### src/rtl/tpl_pkg.sv
package tpl_pkg;

  typedef enum logic [1:0] {
    ESZ_B8  = 2'd0,
    ESZ_B16 = 2'd1,
    ESZ_B32 = 2'd2,
    ESZ_RSV = 2'd3
  } esize_e;

  // log2 of element bytes; the reserved code behaves as 32-bit
  function automatic logic [1:0] size_shift(input esize_e sz);
    case (sz)
      ESZ_B8:  size_shift = 2'd0;
      ESZ_B16: size_shift = 2'd1;
      default: size_shift = 2'd2;
    endcase
  endfunction

endpackage

### src/rtl/tpl_rst_sync.sv
module tpl_rst_sync #(
  parameter int STAGES = 2
) (
  input  logic clk,
  input  logic rst_n,
  output logic rst_n_sync
);
  logic [STAGES-1:0] sync_q;

  always_ff @(posedge clk or negedge rst_n) begin
    if (!rst_n) sync_q <= '0;
    else        sync_q <= {sync_q[STAGES-2:0], 1'b1};
  end

  assign rst_n_sync = sync_q[STAGES-1];
endmodule

### src/rtl/tpl_decr.sv
module tpl_decr
  import tpl_pkg::*;
#(
  parameter int CNT_W     = 16,
  parameter int VEC_BYTES = 16
) (
  input  logic [CNT_W-1:0] cnt_i,
  input  esize_e           size_i,
  output logic [CNT_W-1:0] cnt_next_o,
  output logic             more_o
);
  logic [CNT_W-1:0] per_vec;

  always_comb begin
    per_vec    = CNT_W'(VEC_BYTES) >> size_shift(size_i);
    more_o     = (cnt_i > per_vec);
    cnt_next_o = more_o ? (cnt_i - per_vec) : '0;
  end
endmodule

### src/rtl/tpl_lanes.sv
module tpl_lanes
  import tpl_pkg::*;
#(
  parameter int CNT_W     = 16,
  parameter int VEC_BYTES = 16,
  localparam int LW       = $clog2(VEC_BYTES) + 1
) (
  input  logic [CNT_W-1:0] cnt_i,
  input  esize_e           size_i,
  output logic [LW-1:0]    lanes_o
);
  logic [CNT_W-1:0] per_vec;

  always_comb begin
    per_vec = CNT_W'(VEC_BYTES) >> size_shift(size_i);
    lanes_o = (cnt_i < per_vec) ? LW'(cnt_i) : LW'(per_vec);
  end
endmodule

### src/rtl/tpl_mask.sv
module tpl_mask #(
  parameter int VEC_BYTES = 16,
  localparam int LW       = $clog2(VEC_BYTES) + 1,
  localparam int BW       = LW + 2
) (
  input  logic [LW-1:0]        lanes_i,
  input  logic [1:0]           shift_i,
  output logic [VEC_BYTES-1:0] mask_o
);
  logic [BW-1:0] nbytes;

  assign nbytes = BW'(lanes_i) << shift_i;

  for (genvar b = 0; b < VEC_BYTES; b++) begin : g_byte
    localparam logic [BW-1:0] IDX = BW'(b);
    assign mask_o[b] = (IDX < nbytes);
  end
endmodule

### src/rtl/tpl_loop_ctrl.sv
module tpl_loop_ctrl
  import tpl_pkg::*;
#(
  parameter int CNT_W     = 16,
  parameter int VEC_BYTES = 16
) (
  input  logic                 clk,
  input  logic                 rst_n,
  input  logic                 start_i,
  input  logic [CNT_W-1:0]     start_cnt_i,
  input  logic [1:0]           start_size_i,
  input  logic                 iter_end_i,
  input  logic                 clear_i,
  output logic                 busy_o,
  output logic                 cont_o,
  output logic [VEC_BYTES-1:0] pred_o
);
  localparam int LW = $clog2(VEC_BYTES) + 1;

  logic                 rst_n_int;
  logic [CNT_W-1:0]     cnt_q, cnt_d, dec_cnt;
  esize_e               size_q, size_d;
  logic                 busy_q, busy_d, cont_q, cont_d, dec_more;
  logic [VEC_BYTES-1:0] pred_q, pred_d, mask_d;
  logic [LW-1:0]        lanes_d;
  logic                 state_en;

  tpl_rst_sync #(.STAGES(2)) u_rst (
    .clk(clk), .rst_n(rst_n), .rst_n_sync(rst_n_int)
  );

  tpl_decr #(.CNT_W(CNT_W), .VEC_BYTES(VEC_BYTES)) u_decr (
    .cnt_i(cnt_q), .size_i(size_q), .cnt_next_o(dec_cnt), .more_o(dec_more)
  );

  tpl_lanes #(.CNT_W(CNT_W), .VEC_BYTES(VEC_BYTES)) u_lanes (
    .cnt_i(cnt_d), .size_i(size_d), .lanes_o(lanes_d)
  );

  tpl_mask #(.VEC_BYTES(VEC_BYTES)) u_mask (
    .lanes_i(lanes_d), .shift_i(size_shift(size_d)), .mask_o(mask_d)
  );

  // next state: clear > start > iteration end
  always_comb begin
    cnt_d  = cnt_q;
    size_d = size_q;
    busy_d = busy_q;
    cont_d = 1'b0;
    if (clear_i) begin
      cnt_d  = '0;
      busy_d = 1'b0;
    end else if (start_i) begin
      cnt_d  = start_cnt_i;
      size_d = esize_e'(start_size_i);
      busy_d = (start_cnt_i != '0);
      cont_d = (start_cnt_i != '0);
    end else if (iter_end_i && busy_q) begin
      cnt_d  = dec_cnt;
      busy_d = dec_more;
      cont_d = dec_more;
    end
    pred_d   = busy_d ? mask_d : '1;
    state_en = clear_i | start_i | (iter_end_i & busy_q);
  end

  always_ff @(posedge clk or negedge rst_n_int) begin
    if (!rst_n_int) begin
      cnt_q  <= '0;
      size_q <= ESZ_B8;
      busy_q <= 1'b0;
      pred_q <= '1;
    end else if (state_en) begin
      cnt_q  <= cnt_d;
      size_q <= size_d;
      busy_q <= busy_d;
      pred_q <= pred_d;
    end
  end

  always_ff @(posedge clk or negedge rst_n_int) begin
    if (!rst_n_int) cont_q <= 1'b0;
    else            cont_q <= cont_d;
  end

  assign busy_o = busy_q;
  assign cont_o = cont_q;
  assign pred_o = pred_q;
endmodule

### config.mk
export PLATFORM = sky130hd
export DESIGN_NAME = tpl_loop_ctrl
export DESIGN_NICKNAME = d
export VERILOG_FILES = /design/src/rtl/tpl_pkg.sv /design/src/rtl/tpl_rst_sync.sv /design/src/rtl/tpl_decr.sv /design/src/rtl/tpl_lanes.sv /design/src/rtl/tpl_mask.sv /design/src/rtl/tpl_loop_ctrl.sv
export SDC_FILE = /design/constraint.sdc
export NUM_CORES = 1
export LEC_CHECK = 0
export BUFFER_PORTS_ARGS = -buffer_cell sky130_fd_sc_hd__buf_2
export CAP_MARGIN = 40
export CORE_MARGIN = 2
export CORE_UTILIZATION = 57
export DETAILED_ROUTE_END_ITERATION = 10
export HOLD_SLACK_MARGIN = 0.15
export MAX_ROUTING_LAYER = met4
export PLACE_DENSITY = 0.91
export SETUP_SLACK_MARGIN = 0.1
export SLEW_MARGIN = 30
export SYNTH_ARGS = -nofsm -noshare
export SYNTH_HDL_FRONTEND = slang
export SYNTH_SLANG_ARGS = --single-unit
### constraint.sdc
create_clock -name clk -period 1.37 [get_ports clk]
set_clock_uncertainty 0.05 [all_clocks]
set_input_delay 0.2055 -clock clk [delete_from_list [all_inputs] [get_ports clk]]
set_output_delay 0.2055 -clock clk [all_outputs]
set_load 0.01 [all_outputs]
==> results of run 1 <==
## cell families after synthesis
| family | count (synthesis) | synth area share (%) |
|---|---|---|
| AO/OA/AOI/OAI | 97 | 28.7 |
| XOR/XNOR | 12 | 4.02 |
| adder cells (fa/ha/maj) | 10 | 4.79 |
| buffers and inverters | 17 | 2.49 |
| flip-flops | 38 | 37.1 |
| multiplexers | 2 | 0.814 |
| other | 2 | 0.287 |
| AND/OR/NAND/NOR | 99 | 21.7 |
## layer usage
metal | global-route usage (%) | GRT overflow
met4 | 72.3 | 8
met3 | 45.4 | 1
met1 | 71.8 | 1
met2 | 88.5 | 6
met5 | - | -
## cell usage after synthesis, types with 4 or more instances
master    count
nor3_1       12
a31o_2        4
a21oi_1      14
nand3_1       6
dfrtp_1      22
clkbuf_1      5
xnor2_1       9
nand2_1      22
o21ai_0      17
a211o_1       4
o22a_1        7
nor2_1       20
nand2b_1      5
inv_1         8
dfstp_2      16
nor4_1        8
ha_1         10
a211oi_1      7
o21a_1        6
o22a_2        5
## stage by stage
stage	worst slack (ns)	cell area [µm²]	hold slack, ns	util [%]	TNS (ns)
after detailed placement	-2.02	3750	-0.0533	85.6	-47.73
after CTS	-2.01	4210	0.162	96.0	-46.84
after global placement	-1.75	3750	-0.0602	85.6	-41.52
after floorplan	-1.74	2770	-0.140	-	-37.28
## repair_timing
| action | CTS |
|---|---|
| hold endpoints to repair | 2 |
| setup buffers | 17 |
| setup endpoints to repair | 35 |
| pin swaps | 23 |
| resized for setup | 54 |
| hold buffers | 1 |
| cloned | 1 |
==> results.toml, run 1 <==
[grt]
grt_pass1_vias = 4515
grt_pass1_wl_mm = 26.3
grt_overflow = 16
grt_max_degree = 21
track_usage_pct = 71.1

[logic_synthesis]
synthDistinctLibCells = 71
ys_seq_area_share_pct = 37.1
ys_ff_latch = 38
syn-cell-area_mm2 = 0.00261
synthTopCellsByArea = "dfrtp_1 21%, dfstp_2 16%, ha_1 4.8%, o21ai_0 3.3%, nand2_1 3.2%"
netlist_instances = 277
synth_area_per_cell_um2 = 9.44
async_flop_share_pct = 100
yosys_most_used_dff = "dfrtp_1"
synth_largest_area_cell = "dfrtp_1"
synth-edff-count = 0
synth_top_area_share_pct = 21.1
synth_warnings = 0

[status]
error = "[ERROR GRT-0116] Global routing finished with congestion. Check the congestion regions in the DRC Viewer."
stop_stage = "5_1_grt"
status = "stopped before the end"

[floorplanning]
die_height_um = 71.7
rows = 24
die_x_um = 71.7
start_util_pct = 59.6
ioPinCount = 41

[cts]
root_buffer = "clkbuf_8"
cts.sinks = 38
clock_path_buffers = 2
cts_htree_levels = 2
numCtsBuffers = 5

[placement]
gp_congestion = 0.986
dpl.cell_count = 464
io_buffers = 40
hpwl_mm = 7.50
==> inputs of run 2 (changes only) <==
--- a/config.mk
+++ b/config.mk
@@ -8,12 +8,9 @@
 export BUFFER_PORTS_ARGS = -buffer_cell sky130_fd_sc_hd__buf_2
 export CAP_MARGIN = 40
 export CORE_MARGIN = 2
-export CORE_UTILIZATION = 57
+export CORE_UTILIZATION = 40
 export DETAILED_ROUTE_END_ITERATION = 10
-export HOLD_SLACK_MARGIN = 0.15
-export MAX_ROUTING_LAYER = met4
-export PLACE_DENSITY = 0.91
-export SETUP_SLACK_MARGIN = 0.1
+export PLACE_DENSITY_LB_ADDON = 0.15
 export SLEW_MARGIN = 30
 export SYNTH_ARGS = -nofsm -noshare
 export SYNTH_HDL_FRONTEND = slang
==> results.toml, run 2 <==
[status]
status = "finished, violations left"
violations = "negative setup slack"

[worst_setup_path]
cp_max_fo = 8
path_cells = "inv_2, nand2_4, buf_4, ha_4, a211oi_4, a221oi_4, o211ai_1, a21oi_1, ha_1, o21ai_1, nand2b_1, a21oi_2, o21ai_2, a211o_4, nor3_4, o22a_1"
worstPathArrival_ns = 3.53
startpoint_type = "register"
cpPeakStageDelay_ns = 0.42
slowest_stage = "dfrtp_1"
crit_type = "register to register"
critPathRequiredTime_ns = 1.55
critPathCaptureType = "register"

[grt]
grt_pass1_vias = 2989
antenna_found_initial = 0
grtUsageMet1_pct = 32.5
track_usage_pct = 25.0
grt_pass1_wl_mm = 14.3
grt_overflow = 0
grt_util_met3_pct = 3.79
met2_usage_pct = 41.9
grt_max_degree = 37
busiest_layer = "met2"

[logic_synthesis]
synthDistinctLibCells = 71
synth_top_area_share_pct = 21.1
synthTopCellsByArea = "dfrtp_1 21%, dfstp_2 16%, ha_1 4.8%, o21ai_0 3.3%, nand2_1 3.2%"
synth-compound-area-share_pct = 28.7
syn-cell-area_mm2 = 0.00261
yosys_most_used_dff = "dfrtp_1"
synth.area.mux_share_pct = 0.814
synthXorXnorAreaFrac_pct = 4.02
synth_top_family_by_area = "compound AO/OA/AOI/OAI gates"
synthTopCellsByCount = "22 x dfrtp_1, 22 x nand2_1, 20 x nor2_1"
async_flop_share_pct = 100
synth_warnings = 0
synth-edff-count = 0
synth_area_per_cell_um2 = 9.44
netlist_instances = 277
synth_largest_area_cell = "dfrtp_1"
ys_ff_latch = 38
ys_seq_area_share_pct = 37.1
synthSimpleGateAreaFrac_pct = 21.7
synth_fa_ha_area_share_pct = 4.79

[sta]
hold_violations = 0
finalSetupViolations = 34
final.setup.tns_ns = -51.97
fmax_mhz = 299
finalWorstSetupSlack_ns = -1.98
min_period_ns = 3.35
max_slew.worst_pin.slew_ns = 0.722
rsz0062_at_grt = "yes"
period_share_pct = 244
slew_viol_final = 0
slew_headroom_pct = 51.7

[routing]
drt_iter0_drc = 194
route.detailed.drc = 0
wl_per_cell_um = 18.1
vias_per_cell = 5.71
ant_nets = 0
vias = 2967
drtPass1Iterations = 4
routed_wl_mm = 9.40

[layout]
num-fill-cells = 456
antenna_cells = 0
final_cell_area_mm2 = 0.00452
areaGrowthSynthToFinish_pct = 73.0
layout-drive-gt1-share_pct = 61.2
layout_commonest_cell = "buf_4"
final-seq-area_um2 = 971
layout.nets = 475
multiInputGateArea_mm2 = 0.00205
final_cell_mix = "99 x buf_4, 40 x buf_2, 22 x dfrtp_1, 20 x nand2_1, 19 x buf_6"
fin_util_pct = 71.2

[floorplanning]
die_height_um = 84.8
die_x_um = 84.8
die_area_mm2 = 0.00720
core_mm2 = 0.00635
start_util_pct = 41.2
rows = 29
ioPinCount = 41

[job]
cap_violations = 0

[cts]
cts.sinks = 38
clock_path_buffers = 2
cts_tree = "built"
root_buffer = "clkbuf_8"
cts_htree_levels = 2
numCtsBuffers = 5
clock_latency_ns = 0.29
clk_pin_slew_worst_paths_ns = 0.08

[placement]
place_area_mm2 = 0.00379
hpwl_mm = 6.43
gp_congestion = 0.982
io_buffers = 40

[power_and_ir_drop]
ir_worst_vdd_uv = 696
p_per_area_mw_per_mm2 = 1050
power.total_mw = 4.77
power.leakage_nw = 1.92

[worst_hold_path]
worstHoldPathType = "primary input to register"
==> run 2: path summary, 6_finish.rpt <==
kind,start,endpoint,slack [ns],depth (start not counted)
min in group asynchronous,rst_n,u_rst.sync_q[1],0.17,2
worst min register to register,u_rst.sync_q[1],cnt_q[12],0.19,1
worst max-delay path,size_q[1],pred_o[0],-1.98,16
worst min-delay path,start_cnt_i[11],cnt_q[11],0.16,4
worst max register to register,size_q[1],pred_o[0],-1.98,16
max in group asynchronous,u_rst.sync_q[1],pred_o[1],0.82,1
==> run 2: per-layer routing <==
layer	routed length, µm	part of all wire [%]	vias to the layer above
met3	413	4.4	26
li1	-	-	1395
met2	4600	49	101
met5	0	0	-
met4	304	3.2	0
met1	4080	43	1445
==> run 2: cells by family (layout without fill, tap and decap cells) <==
| logic type | count (synthesis) | in the layout |
|---|---|---|
| simple gates | 99 | 100 |
| compound gates | 97 | 97 |
| flops | 38 | 38 |
| buf+inv | 17 | 181 |
| xor+xnor | 12 | 12 |
| fa+ha+maj | 10 | 10 |
| other cells | 2 | 3 |
| mux | 2 | 2 |
==> run 2: report_power, final <==
group / internal, mW / total (mW) / switching [mW]
Sequential: 1.24 / 1.30 / 0.0680
Combinational: 1.12 / 2.26 / 1.14
Clock: 0.777 / 1.21 / 0.429
==> run 2: cell type report <==
| cell class | instances | share of cell area, % |
|---|---|---|
| clock buffer | 6 | 1.83 |
| clock inverter | 2 | 1.33 |
| inverter | 11 | 0.968 |
| multi-input combinational | 224 | 45.2 |
| sequential | 38 | 21.5 |
| tap | 77 | 2.13 |
| timing repair buffer | 162 | 27.0 |
==> run 2: through the flow <==
step	instances	hold WS, ns	worst slack [ns]
2_1_floorplan	278	-0.140	-1.74
3_3_place_gp	489	-0.0604	-1.77
3_5_place_dp	489	-0.0591	-1.87
4_1_cts	509	0.155	-1.79
5_1_grt	520	0.172	-2.15
6_report	520	0.164	-1.98
==> run 2: worst max-delay path: cells and delay by family (launching register included) <==
kind,cells,cell delay [ns]
buffers and inverters,2,0.24
adder cells (fa/ha/maj),2,0.56
flip-flops,1,0.42
AO/OA/AOI/OAI,9,1.64
AND/OR/NAND/NOR,3,0.35
==> run 2: what timing repair did <==
action	CTS	global route
buffers inserted	14	14
setup endpoints to repair	34	34
hold buffers	1	0
pin swaps	18	26
hold endpoints to repair	2	0
resized for setup	50	45
gates cloned	1	0
Power figures use the tool's default switching activity.
